==> src/rtl/dpc_pkg.sv <==
package dpc_pkg;
  typedef enum logic [1:0] {
    ST_IDLE       = 2'd0,
    ST_ROW_ACTIVE = 2'd1,
    ST_COL_ACCESS = 2'd2,
    ST_PRECHARGE  = 2'd3
  } dpc_state_e;
endpackage

==> src/rtl/dpc_wait_timer.sv <==
// Down counter: loaded with a cycle count, reports when it has reached zero.
module dpc_wait_timer #(
  parameter int W = 3
) (
  input  logic         clk,
  input  logic         rst_n,
  input  logic         load,
  input  logic [W-1:0] load_val,
  output logic         expired
);
  logic [W-1:0] cnt;

  always_ff @(posedge clk or negedge rst_n) begin
    if (!rst_n)          cnt <= '0;
    else if (load)       cnt <= load_val;
    else if (cnt != '0)  cnt <= cnt - 1'b1;
  end

  assign expired = (cnt == '0);
endmodule

==> src/rtl/dpc_burst_ctr.sv <==
// Column stepper for bursts; "last" marks the final word or the top column.
module dpc_burst_ctr #(
  parameter int COL_W = 6,
  parameter int LEN_W = 7
) (
  input  logic             clk,
  input  logic             rst_n,
  input  logic             load,
  input  logic [COL_W-1:0] load_col,
  input  logic [LEN_W-1:0] load_len,
  input  logic             step,
  output logic [COL_W-1:0] col,
  output logic             last
);
  logic [LEN_W-1:0] left;

  always_ff @(posedge clk or negedge rst_n) begin
    if (!rst_n) begin
      col  <= '0;
      left <= LEN_W'(1);
    end else if (load) begin
      col  <= load_col;
      left <= (load_len == '0) ? LEN_W'(1) : load_len;
    end else if (step) begin
      col  <= col + 1'b1;
      left <= left - 1'b1;
    end
  end

  assign last = (left <= LEN_W'(1)) || (col == '1);
endmodule

==> src/rtl/page_dram_ctrl.sv <==
module page_dram_ctrl
  import dpc_pkg::*;
#(
  parameter int ROW_W = 6,
  parameter int COL_W = 6,
  parameter int LEN_W = 7,
  parameter int T_RCD = 2,
  parameter int T_RP  = 3
) (
  input  logic                   clk,
  input  logic                   rst_n,
  input  logic                   req_valid,
  output logic                   req_ready,
  input  logic [ROW_W+COL_W-1:0] req_addr,
  input  logic                   req_we,
  input  logic                   req_wdata,
  input  logic [LEN_W-1:0]       req_len,
  output logic                   rsp_valid,
  output logic                   rsp_data,
  output logic                   dram_row_stb_n,
  output logic                   dram_col_stb_n,
  output logic                   dram_wr_n,
  output logic [((ROW_W > COL_W) ? ROW_W : COL_W)-1:0] dram_a,
  output logic                   dram_d,
  input  logic                   dram_q
);
  localparam int A_W   = (ROW_W > COL_W) ? ROW_W : COL_W;
  localparam int T_MAX = (T_RCD > T_RP) ? T_RCD : T_RP;
  localparam int T_W   = $clog2(T_MAX + 1);

  dpc_state_e       st;
  logic [ROW_W-1:0] open_row;
  logic             row_open;
  logic             gap;
  logic             pend_we;

  logic [ROW_W-1:0] req_row;
  logic [COL_W-1:0] req_col;
  logic             accept, hit;

  logic             tmr_load, tmr_expired;
  logic [T_W-1:0]   tmr_val;
  logic             bc_step, bc_last;
  logic [COL_W-1:0] bc_col;
  logic [LEN_W-1:0] bc_len;

  assign req_row   = req_addr[ROW_W+COL_W-1:COL_W];
  assign req_col   = req_addr[COL_W-1:0];
  assign req_ready = (st == ST_IDLE);
  assign accept    = req_valid && req_ready;
  assign hit       = row_open && (req_row == open_row);
  assign bc_len    = req_we ? LEN_W'(1) : req_len;
  assign bc_step   = (st == ST_COL_ACCESS) && !gap && !bc_last;

  always_comb begin
    tmr_load = 1'b0;
    tmr_val  = T_W'(T_RCD - 1);
    if (st == ST_IDLE && accept && !hit) begin
      tmr_load = 1'b1;
      tmr_val  = row_open ? T_W'(T_RP - 1) : T_W'(T_RCD - 1);
    end else if (st == ST_PRECHARGE && tmr_expired) begin
      tmr_load = 1'b1;
    end
  end

  dpc_wait_timer #(.W(T_W)) i_timer (
    .clk      (clk),
    .rst_n    (rst_n),
    .load     (tmr_load),
    .load_val (tmr_val),
    .expired  (tmr_expired)
  );

  dpc_burst_ctr #(.COL_W(COL_W), .LEN_W(LEN_W)) i_burst (
    .clk      (clk),
    .rst_n    (rst_n),
    .load     (accept),
    .load_col (req_col),
    .load_len (bc_len),
    .step     (bc_step),
    .col      (bc_col),
    .last     (bc_last)
  );

  always_ff @(posedge clk or negedge rst_n) begin
    if (!rst_n) begin
      st             <= ST_IDLE;
      open_row       <= '0;
      row_open       <= 1'b0;
      gap            <= 1'b0;
      pend_we        <= 1'b0;
      rsp_valid      <= 1'b0;
      rsp_data       <= 1'b0;
      dram_row_stb_n <= 1'b1;
      dram_col_stb_n <= 1'b1;
      dram_wr_n      <= 1'b1;
      dram_a         <= '0;
      dram_d         <= 1'b0;
    end else begin
      rsp_valid <= 1'b0;
      unique case (st)
        ST_IDLE: begin
          if (accept) begin
            pend_we  <= req_we;
            dram_d   <= req_wdata;
            open_row <= req_row;
            if (hit) begin
              dram_col_stb_n <= 1'b0;
              dram_wr_n      <= ~req_we;
              dram_a         <= A_W'(req_col);
              gap            <= 1'b0;
              st             <= ST_COL_ACCESS;
            end else if (row_open) begin
              dram_row_stb_n <= 1'b1;
              row_open       <= 1'b0;
              st             <= ST_PRECHARGE;
            end else begin
              dram_row_stb_n <= 1'b0;
              dram_a         <= A_W'(req_row);
              row_open       <= 1'b1;
              st             <= ST_ROW_ACTIVE;
            end
          end
        end
        ST_PRECHARGE: begin
          if (tmr_expired) begin
            dram_row_stb_n <= 1'b0;
            dram_a         <= A_W'(open_row);
            row_open       <= 1'b1;
            st             <= ST_ROW_ACTIVE;
          end
        end
        ST_ROW_ACTIVE: begin
          if (tmr_expired) begin
            dram_col_stb_n <= 1'b0;
            dram_wr_n      <= ~pend_we;
            dram_a         <= A_W'(bc_col);
            gap            <= 1'b0;
            st             <= ST_COL_ACCESS;
          end
        end
        ST_COL_ACCESS: begin
          if (!gap) begin
            dram_col_stb_n <= 1'b1;
            dram_wr_n      <= 1'b1;
            if (!pend_we) begin
              rsp_valid <= 1'b1;
              rsp_data  <= dram_q;
            end
            if (bc_last) st  <= ST_IDLE;
            else         gap <= 1'b1;
          end else begin
            dram_col_stb_n <= 1'b0;
            dram_a         <= A_W'(bc_col);
            gap            <= 1'b0;
          end
        end
        default: st <= ST_IDLE;
      endcase
    end
  end
endmodule

==> config.mk <==
export PLATFORM = sky130hd
export DESIGN_NAME = page_dram_ctrl
export DESIGN_NICKNAME = d
export VERILOG_FILES = /design/src/rtl/dpc_pkg.sv /design/src/rtl/dpc_wait_timer.sv /design/src/rtl/dpc_burst_ctr.sv /design/src/rtl/page_dram_ctrl.sv
export SDC_FILE = /design/constraint.sdc
export NUM_CORES = 1
export LEC_CHECK = 0
export ABC_AREA = 1
export BUFFER_PORTS_ARGS = -buffer_cell sky130_fd_sc_hd__buf_2
export CAP_MARGIN = 20
export CORE_ASPECT_RATIO = 0.5
export CORE_MARGIN = 2
export CORE_UTILIZATION = 25
export CTS_BUF_LIST = sky130_fd_sc_hd__clkbuf_8
export CTS_CLUSTER_DIAMETER = 30
export DETAILED_ROUTE_END_ITERATION = 16
export GPL_TIMING_DRIVEN = 0
export SLEW_MARGIN = 10
export SYNTH_ARGS = -nofsm -noshare
export SYNTH_HDL_FRONTEND = slang
export SYNTH_HIERARCHICAL = 1
export SYNTH_SLANG_ARGS = --single-unit
export TNS_END_PERCENT = 30
==> constraint.sdc <==
create_clock -name clk -period 2.4 [get_ports clk]
set_clock_uncertainty 0.2 [all_clocks]
set_input_delay 0.12 -clock clk [delete_from_list [all_inputs] [get_ports clk]]
set_output_delay 0.12 -clock clk [all_outputs]
set_load 0.1 [all_outputs]
Word level (Yosys, flattened, before mapping)
Cells that the tools add are included.
- flip-flop bits (word level): 38
- output and inout bits: 13
- bits of input ports: 25
- bitwise operators: 3
- order comparisons: 1
- mux-type cells: 52
- add/subtract/negate cells: 3
- reductions and logical operators: 26
- equality and inequality tests: 14
- operators with widths (operator ; count):
    $mux W6 ; 8
    $mux W7 ; 4
    $pmux W6 S4 ; 1
    $mux W1 ; 22
    $mux W2 ; 11
    $reduce_and A5 Y1 ; 3
    $ne A2 B2 Y1 const B ; 6
    $pmux W1 S3 ; 3
    $pmux W2 S4 ; 1
    $reduce_and A4 Y1 ; 2
    $reduce_bool A2 Y1 ; 4
    $le A7 B1 Y1 const B ; 1
    $logic_and A1 B1 Y1 ; 7
    $logic_not A7 Y1 ; 1
    $sub A7 B1 Y7 const B ; 1
    $add A6 B1 Y6 const B ; 1
    $eq A6 B6 Y1 ; 1
    $eq A6 B6 Y1 const B ; 1
    $eq A2 B2 Y1 const B ; 2
    $logic_not A2 Y1 ; 2
    $ne A2 B1 Y1 const B ; 2
    $pmux W1 S2 ; 2
    $logic_not A1 Y1 ; 3
    $ne A3 B2 Y1 const B ; 1
    other kinds (7) ; 9

Logic depth before layout (Yosys ltp)
Gate-level depths: netlist of run 1.
- depth after elaboration: 6
- depth in mapped cells: 16

Modules after synthesis
The synthesis of run 1 kept the hierarchy.
- modules (own cells, without submodules) (module ; times used ; cells each ; sequential area each (um^2) ; area each (um^2)):
    page_dram_ctrl ; 1 ; 236 ; 579.3 ; 1592.8
    dpc_burst_ctr ; 1 ; 104 ; 326.6 ; 802.0
    dpc_wait_timer ; 1 ; 17 ; 50.0 ; 120.1

Worst setup path before layout of run 1
OpenSTA, ideal clock, no wires.
- path type: register -> register
- start: register st[0]
- end: register i_timer.cnt[1]
- path buffers: 1
- arrival: 2.467 ns
- slack: -0.332 ns
- period minus slack after synthesis: 2.732 ns
- required time: 2.135 ns
- cell stages (with the launch flop): 10
- library setup time: 0.065 ns
- cell sequence: dfrtp_1 -> inv_1 -> ha_1 -> nand2_1 -> clkbuf_1 -> o22ai_1 -> inv_1 -> nand2_1 -> nand2_1 -> nand2_1
- cells in the longest elaborated chain, start to end: 6
- elaborated cells between the ends (all ways): 11
- classes of those cells: eq/ne (1); mux (4); reduce/logical (6)
- ends and longest elaborated chain (what ; line ; text):
    start: declaration ; page_dram_ctrl.sv:31 ; dpc_state_e st;
    start signal: assignment ; page_dram_ctrl.sv:87 ; st <= ST_IDLE;
    start signal: assignment ; page_dram_ctrl.sv:112 ; st <= ST_COL_ACCESS;
    start signal: assignment ; page_dram_ctrl.sv:116 ; st <= ST_PRECHARGE;
    $logic_not A2 Y1 (*) ; page_dram_ctrl.sv:49 ; assign req_ready = (st == ST_IDLE);
    net req_ready ; page_dram_ctrl.sv:13 ; output logic req_ready,
    $logic_and A1 B1 Y1 ; page_dram_ctrl.sv:50 ; assign accept = req_valid && req_ready;
    $logic_and A1 B1 Y1 (*) (2 in a row) ; page_dram_ctrl.sv:58 ; if (st == ST_IDLE && accept && !hit) begin
    $mux W1 (*) ; page_dram_ctrl.sv:58 ;
    net tmr_load ; page_dram_ctrl.sv:41 ; logic tmr_load, tmr_expired;
    $mux W2 or $reduce_bool A2 Y1 (tied branches) ; - ;
    end signal: assignment ; dpc_wait_timer.sv:15 ; else if (load) cnt <= load_val;
    end signal: assignment ; dpc_wait_timer.sv:16 ; else if (cnt != '0) cnt <= cnt - 1'b1;
    end: declaration ; dpc_wait_timer.sv:11 ; logic [W-1:0] cnt;
The timed path passes the listed nets; every way through them passes the cells marked *.
A chain may end at the register's enable or synchronous reset.

Final worst setup path of run 1
- start: register st[0]
- end: register i_timer.cnt[0]
- cells in the longest elaborated chain, start to end: 6
- elaborated cells between the ends (all ways): 11
- classes of those cells: eq/ne (1); mux (4); reduce/logical (6)
- ends and longest elaborated chain (what ; line):
    $logic_not A2 Y1 ; page_dram_ctrl.sv:49, page_dram_ctrl.sv:58
    $logic_and A1 B1 Y1 ; page_dram_ctrl.sv:50
    $logic_and A1 B1 Y1 (2 in a row) ; page_dram_ctrl.sv:58
    $mux W1 (*) ; page_dram_ctrl.sv:58
    net tmr_load ; page_dram_ctrl.sv:41
    $mux W2 or $reduce_bool A2 Y1 (tied branches) ; -
Marked as above.

==> results of run 1 <==
per-layer routing:
layer | track usage, % | vias up | routed length, um
met5 | 0 | - | 0
met4 | 3.59 | 0 | 79
met3 | 2.48 | 7 | 195
met2 | 20.9 | 42 | 2850
met1 | 16.1 | 1097 | 3170
li1 | - | 1260 | -
worst register-to-register path: stages, from the launching register on:
cell and delay [ps]:
dfrtp_1 420, inv_1 140, ha_2 270, nand2_1 200, clkbuf_2 270, o22ai_1 330, inv_1 130, nand2_1 100
nand2_1 60, nand2_1 50
cells in the mapped netlist, drive strengths merged:
cell and n:
o211ai 4, nor3 1, nand4 4, nand3 31, xor2 1, a21oi 11
clkinv 1, o21bai 2, o22ai 1, buf 4, dfrtp 34, ha 10
o21a 1, dfstp 4, inv 52, o21ai 22, a22oi 12, or2 1
nor2 57, nand2 96, clkbuf 2, xnor2 4, mux2i 1, mux2 1
what timing repair did:
| action | CTS | global route |
|---|---|---|
| endpoints found under the setup margin | 0 | 12 |
| gates resized for setup | 0 | 3 |
| hold buffers | 18 | 0 |
| hold endpoints to repair | 51 | 0 |
cells by family after synthesis:
family / after synthesis
buffers and inverters: 59
AND/OR/NAND/NOR: 190
adder cells (fa/ha/maj): 10
XOR/XNOR: 5
multiplexers: 2
flip-flops: 38
AO/OA/AOI/OAI: 53
power groups by stage:
| stage | clock (uW) | combinational [uW] | sequential [uW] |
|---|---|---|---|
| global route | 585 | 3210 | 1320 |
| CTS | 559 | 2900 | 1260 |
| global placement | 0 | 2850 | 1260 |
| detailed placement | 0 | 2870 | 1270 |
| finish | 542 | 2890 | 1260 |
| floorplan | 0 | 1660 | 1900 |
layout by cell type (no fill, tap or decap), types with 2 or more instances in the layout:
cell / count
inv_2: 4
xnor2_1: 4
o21ai_0: 18
dfrtp_1: 34
o21ai_1: 4
nor2_4: 3
dlygate4sd3_1: 18
nand4_1: 4
o21bai_1: 2
o211ai_1: 4
a22oi_1: 12
nor2_1: 50
nand3_1: 30
buf_2: 39
ha_1: 9
a21oi_1: 10
dfstp_2: 4
nor2_2: 4
nand2_4: 2
clkbuf_8: 5
nand2_1: 94
inv_1: 49
per-stage QoR:
step / cells / setup TNS (ps)
5_1_grt: 554 / -4.61
3_3_place_gp: 528 / 0
4_1_cts: 554 / 0
2_1_floorplan: 357 / 0
6_report: 554 / 0
3_5_place_dp: 528 / 0
final timing paths:
kind,slack [ps],cells after the start,to,from
min in group asynchronous,310,2,st[0],rst_n
hold / removal,8,6,i_burst/left[0],req_len[0]
max in group asynchronous,1130,2,i_burst/col[1],rst_n
hold reg to reg,260,2,dram_wr_n,dram_wr_n
setup / recovery,180,9,i_timer/cnt[0],st[0]
setup reg to reg,180,9,i_timer/cnt[0],st[0]
cell type report:
class	instances	area (um2)	share of cell area [%]
multi-input cells	260	1330	42.1
flip-flops and latches	38	956	30.3
repair buffers	54	360	11.4
inverters	53	201	6.38
well taps	135	169	5.35
clock buffers	5	68.8	2.18
clock inverters	3	37.5	1.19
plain buffers	6	35.0	1.11
flip-flops by register name (all words and copies together), names as in the netlist, 2 cells and up:
| signal | count |
|---|---|
| i_burst/left | 7 |
| dram_a | 6 |
| i_burst/col | 6 |
| open_row | 6 |
| i_timer/cnt | 2 |
| st | 2 |
==> results.txt, run 1 <==
The flow ran to the end, and the final reports show no timing, DRC or antenna violations. The filler cells instantiated in the layout total 1051. The analysis attributes to cell leakage a power of 0.00161 uW.

The final count of hold timing violations was 0. The kind of path behind the tightest hold check was in -> reg. The power density over the cells came out at 1490 mW/mm2.

The clock transition at the registers of the reported paths came out at 80 ps. Period utilization: 92.3%. The run gives 2 as the maximum level of the CTS H-tree.

The clock period could shrink to 2220 ps. On the worst path, the slowest cell contributes a delay of 420 ps. The final count of pins violating max slew came out at 0. For the final core area utilization, the log shows 32.9%. After layout, the design draws a total of 4700 uW.

The final weighted congestion in routability-driven placement was 0.816. The largest fanout on the critical path was 10. The tools report the maximum buffer depth of the clock tree as 2.

After global routing the overflow that remains totals 0. The Yosys step of the flow raised 6 warnings. After detailed routing, the average wire length per cell comes to 11.4 um.

In this design, the largest share of critical-path delay is due to buffers and inverters. The synthesized design spends more area on one cell type than any other, namely dfrtp_1. For the TritonCTS buffer count, the log shows 5.

In the global route stage, overall resource usage came out at 12.2%. Net switching is 55.0% of the power. In this run the core area contains 25 standard-cell rows. The internal power of the cells totals 2120 uW. The run gives 453 as the net count of the finished layout. The number of distinct library cells after synthesis is 33.

The max capacitance violation total was 0; the fraction of synthesized cell area taken by the top area cell type was 33.8%. For this design, the slowest cell found on the critical path is dfrtp_1. The tools report the number of top-level pins as 38. At the worst endpoint, the required time is 2440 ps.

STA classifies the critical path startpoint as a flip-flop. The count of nets left with antenna violations once routing finished came out at 0. The via count normalized by instance count was 4.34; the number of optimization iterations in the first detailed-route pass was 4.

Entering global routing, the biggest net connects 39 pins. The run gives 38 as the number of clock sinks seen by CTS. The tools report the number of antenna violations at the first check in global routing as 0. The peak supply drop is 0.429 mV, and the count of buffers inserted at the top-level ports is 36. The XOR/XNOR share of the synthesized area came out at 1.74%.

After synthesis, the largest family of logic cells by area is simple AND/OR/NAND/NOR gates. The number of buffers and inverters on the critical path is 3, and the die footprint is 0.0109 mm2. After routing the design area is 0.00316 mm2. The number of standard cells after synthesis came out at 357.

After synthesis, the cell types taking the most area are dfrtp_1 34%, nand2_1 14%, nor2_1 7.6%, inv_1 7.0%, nand3_1 6.0%. The share of the Yosys chip area taken by registers is 38.0%. Of the cells placed in the final design, the portion with a size suffix greater than 1 is 16.7%. The y dimension of the die came out at 74.9 um. The critical path in this run is classified as reg -> reg. Post-route DRC violation count: 0. Synthesis inferred 38 register bits.

Clock root buffer: clkbuf_8. The logs give 144 for the DRC marker count from the first detailed-route iteration and 10700 um for the first-pass GRT wire length. Before CTS, the worst setup slack after placement is 73.2 ps. The routed via count was 2406; the final HPWL from detailed placement was 4680 um. For this configuration, the core starts out at a cell density of 26.2%. The antenna diode count was 0.

The number of nets in the synthesized netlist is 392. Once placement finished, the instance area stood at 0.00287 mm2. Headroom to the max-slew limit came out at 39.7%.

At the worst endpoint, the arrival time is 2260 ps. Worst-margin pin slew: 904 ps. The tools report the sort of element at the end of the critical path as a flip-flop. The synthesized netlist devotes 32.4% of its cell area to simple gates. Cell area after technology mapping: 0.00251 mm2. The total area inside the core boundary comes to 0.00960 mm2. The net load switching power came out at 2580 uW.

Post-synthesis compound-gate area fraction: 12.6%. The share of total power dissipated in combinational logic is 61.6%. Of the total power, registers draw 26.9%. The signed area change from the synthesized netlist to the final layout is 25.5%, and the via count of the first global-routing pass is 2226.

Fmax: 451 MHz. The final critical-path setup slack is 184 ps. Setup repair after global routing could not meet its margin everywhere. Synthesized area divided by synthesized cell count: 7.04 um2. Post-CTS setup buffer count: 0. The portion of synthesized area spent on multiplexers is 0.846%.

The die extent in x was 146 um; the latest clock arrival within the worst-skew pair was 290 ps. The tightest hold path in the finished design has a slack of 8.35 ps. Of the total power, the clock network draws 11.5%.

Of the total synthesized cell area, the portion taken by full adders, half adders and majority gates is 4.98%. Counting stages on the worst path, the most repeated cell is nand2_1. TritonCTS built the clock tree.

The final count of negative-setup-slack endpoints was 0. The signal on the critical path passes through inv_1 > ha_2 > nand2_1 > clkbuf_2 > o22ai_1 > inv_1 > nand2_1 > nand2_1 > nand2_1. Summed over all layers, the routed wires come to 6300 um.
No activity file was read; power rests on OpenSTA's default activity.
==> run 2: changes to the inputs <==
- CORE_ASPECT_RATIO: 0.5 -> unset
==> run 2 against run 1 <==
Against the previous run: hold slack improved by 59 ps; sequential share of layout area decreased by 0.63 points; total power up 4.4%; register-to-register slack worse by 30 ps; sequential power about the same; global-route usage rose by 0.56 points; fmax is 1.3% lower.
==> results.txt, run 2 (synthesized netlist as in run 1, its figures left out) <==
The run gives 0 (unchanged) as the residual antenna-violating net count after detailed routing. The maximum level of the CTS H-tree was 2 (unchanged); the register area was 956 um2 (unchanged). The cell depth of the worst flop-to-flop path was 7 (-2); the via count of the first global-routing pass was 2437 (+9.5%). The DRC marker count from the first detailed-route iteration is 118 (-18%).

The die footprint came out at 0.0109 mm2 (-0.45%). The first element of the critical path is st[0]. The placement-stage worst setup slack was 22.8 ps (-50.4 ps). The static leakage power came out at 0.00163 uW (+1.3%). The cell area after placement came out at 0.00286 mm2 (about the same). The tools report the sort of element at the end of the critical path as a flip-flop. The worst hold path stage count was 5 (-1); the first-pass GRT wire length was 11500 um (+7.7%). From synthesis to final layout, the design area changed by 28.2%.

The total congestion overflow was 0 (unchanged); the post-route standard cell area excluding fillers was 0.00322 mm2 (+2.1%). The final weighted congestion in routability-driven placement is 0.833 (+2.0%). The final standard cell count with taps included and fillers excluded came out at 554 (unchanged).

The setup path with the least slack is of type reg -> reg. The largest fanout on the critical path was 10 (unchanged). The detailed-route wire length is 6610 um (+5.0%), and the arrival time reported for the critical path endpoint is 2270 ps (about the same).

The fraction of layout cells with a size suffix above 1 was 17.6% (+0.87 points). The via count normalized by instance count is 4.44 (+2.2%). Period utilization: 93.6% (+1.3 points). TritonCTS built the clock tree. The tools report the final count of pins violating max slew as 0 (unchanged). Setup repair after global routing could not meet its margin everywhere. The run gives 0 ps (unchanged) as the sum of negative setup slack. The register with the most flip-flops in the final layout is i_burst/left. The placed cell count came out at 526 (-0.38%). The die extent in x is 104 um (-28%). The logs give 2430 ps (about the same) for the required time of the critical path and 39 (unchanged) for the largest net degree at the start of global routing.

The number of top-level pins is 38 (unchanged), and the y dimension of the die is 104 um (+39%). The tools report the clock root buffer as clkbuf_8. The worst-margin pin slew was 916 ps (+11.2 ps); the number of clock sinks seen by CTS was 38 (unchanged). The max capacitance violation total was 0 (unchanged). The register-to-register setup slack is 150 ps (-30 ps). For the number of standard-cell rows in the floorplan, the log shows 36 (+44%).

The worst flop-to-flop path endpoint is i_burst/left[2]. The number of inserted filler cells in the final layout is 1073 (+2.1%). The run gives 455 (+0.44%) as the net count of the finished layout. The run gives 2940 um (+3.3%) as the detailed route wirelength on metal2. The library cell used most frequently in the layout, excluding fill and tap cells, is nand2_1. The mean routed wirelength per cell was 11.9 um (+5.0%). After detailed routing, no signal wire sits above met4. The largest individual stage delay along the critical path comes from the cell nor2_2. The area of the core region was 0.00977 mm2 (+1.8%). The flip-flop count of the largest register, all copies and words added works out to 7 (unchanged). The area of the multi-input gates was 0.00134 mm2 (+1.0%).

The logs give 0 (unchanged) for the post-CTS setup buffer count and 25.7% (-0.46 points) for the starting utilization of the core area. The most common cell type on the critical path is inv_1. The TritonCTS buffer count is 5 (unchanged), and the final HPWL from detailed placement is 4930 um (+5.2%).

The tools report the post-layout total power as 4910 uW (+4.4%). The tools report the post-route DRC violation count as 0 (unchanged). The run finished with clean final reports. Clock period minus final worst setup slack: 2250 ps (+30.3 ps). The peak supply drop was 0.629 mV (+47%); the number of optimization iterations in the first detailed-route pass was 5 (+1).

The tools report the length of routed wiring on met1 as 3290 um (+3.7%). The tools report the number of antenna violations at the first check in global routing as 0 (unchanged). The power density over the cells was 1520 mW/mm2 (+2.2%); the total global-route track usage was 12.8% (+0.56 points). Startpoint of the worst hold path: req_len[6]. The run gives 2 (unchanged) as the maximum buffer depth of the clock tree. The routed via count is 2460 (+2.2%). For the latest clock arrival within the worst-skew pair, the log shows 310 ps (+20 ps). The fmax was 445 MHz (-1.3%); the clock transition at the registers of the reported paths was 80 ps (about the same). The final count of negative-setup-slack endpoints was 0 (unchanged). The signal on the critical path passes through inv_1 > ha_2 > nand2_1 > inv_1 > nor2_2 > a22oi_1 > o21ai_1. The kind of path behind the tightest hold check is in -> reg.

The count of buffers inserted at the top-level ports came out at 36 (unchanged). The worst setup path is launched from a flip-flop. Leaving out fill and tap cells, the most frequent cells in the layout are 94 x nand2_1, 49 x nor2_1, 47 x inv_1, 39 x buf_2, 34 x dfrtp_1.

The antenna diode count is 0 (unchanged), and the final critical-path setup slack is 154 ps (-30.3 ps). Worst flop-to-flop path startpoint: st[0]. The maximum single-stage delay on the critical path was 450 ps (+30 ps); the total met3 wirelength after detailed routing was 309 um (+58%). The tools report the worst max-slew margin expressed relative to the limit as 39.0% (-0.75 points).

The run gives 0 (unchanged) as the final count of hold timing violations. For hold timing, the worst endpoint is i_burst/left[6].
-- run 2: layer usage --
layer,GRT usage (%),vias to the layer above
met3,2.57,7
met1,17.2,1133
li1,-,1265
met5,0,-
met4,2.90,0
met2,21.0,55
-- run 2: worst max-delay path by stage --
| stage | to | slack [ps] | cells after the start |
|---|---|---|---|
| 2_1_floorplan | i_timer/cnt[1] | 60 | 9 |
| 3_3_place_gp | i_timer/cnt[1] | 90 | 9 |
| 3_5_place_dp | i_timer/cnt[0] | 20 | 9 |
| 4_1_cts | i_timer/cnt[1] | 8 | 9 |
| 5_1_grt | i_burst/left[2] | -5 | 7 |
| 6_report | i_burst/left[2] | 150 | 7 |
-- run 2: layout make-up --
| cell class | count | area share (%) |
|---|---|---|
| Sequential cell | 38 | 29.6 |
| Clock inverter | 2 | 1.86 |
| Inverter | 53 | 6.25 |
| Clock buffer | 6 | 2.56 |
| Multi-Input combinational cell | 260 | 41.6 |
| Timing Repair Buffer | 56 | 11.8 |
| Tap cell | 133 | 5.16 |
| Buffer | 6 | 1.09 |
-- run 2: per-stage QoR --
stage,util [%],hold slack [ps]
6_report,33.0,67.2
5_1_grt,33.0,98.8
4_1_cts,32.8,66.7
3_5_place_dp,29.3,117
3_3_place_gp,29.3,109
2_1_floorplan,-,-376
-- run 2: critical path: cells and delay by family, from the launching register on --
family / cells / cell delay (ps)
buffers and inverters: 2 / 340
AOI/OAI and AO/OA: 2 / 270
adders and majority gates: 1 / 240
DFF: 1 / 410
and+or+nand+nor: 2 / 710
-- run 2: timing repair --
item	4_1_cts	5_1_grt
endpoints found under the setup margin	0	13
hold buffers	20	0
endpoints found under the hold margin	53	0
gates resized for setup	0	8
-- run 2: power by group --
part           total, uW  leakage [uW]  switching (uW)  internal (uW)
logic               2940       0.00110            2090            849
clock network        699     0.0000714             255            444
registers           1270      0.000461             290            976
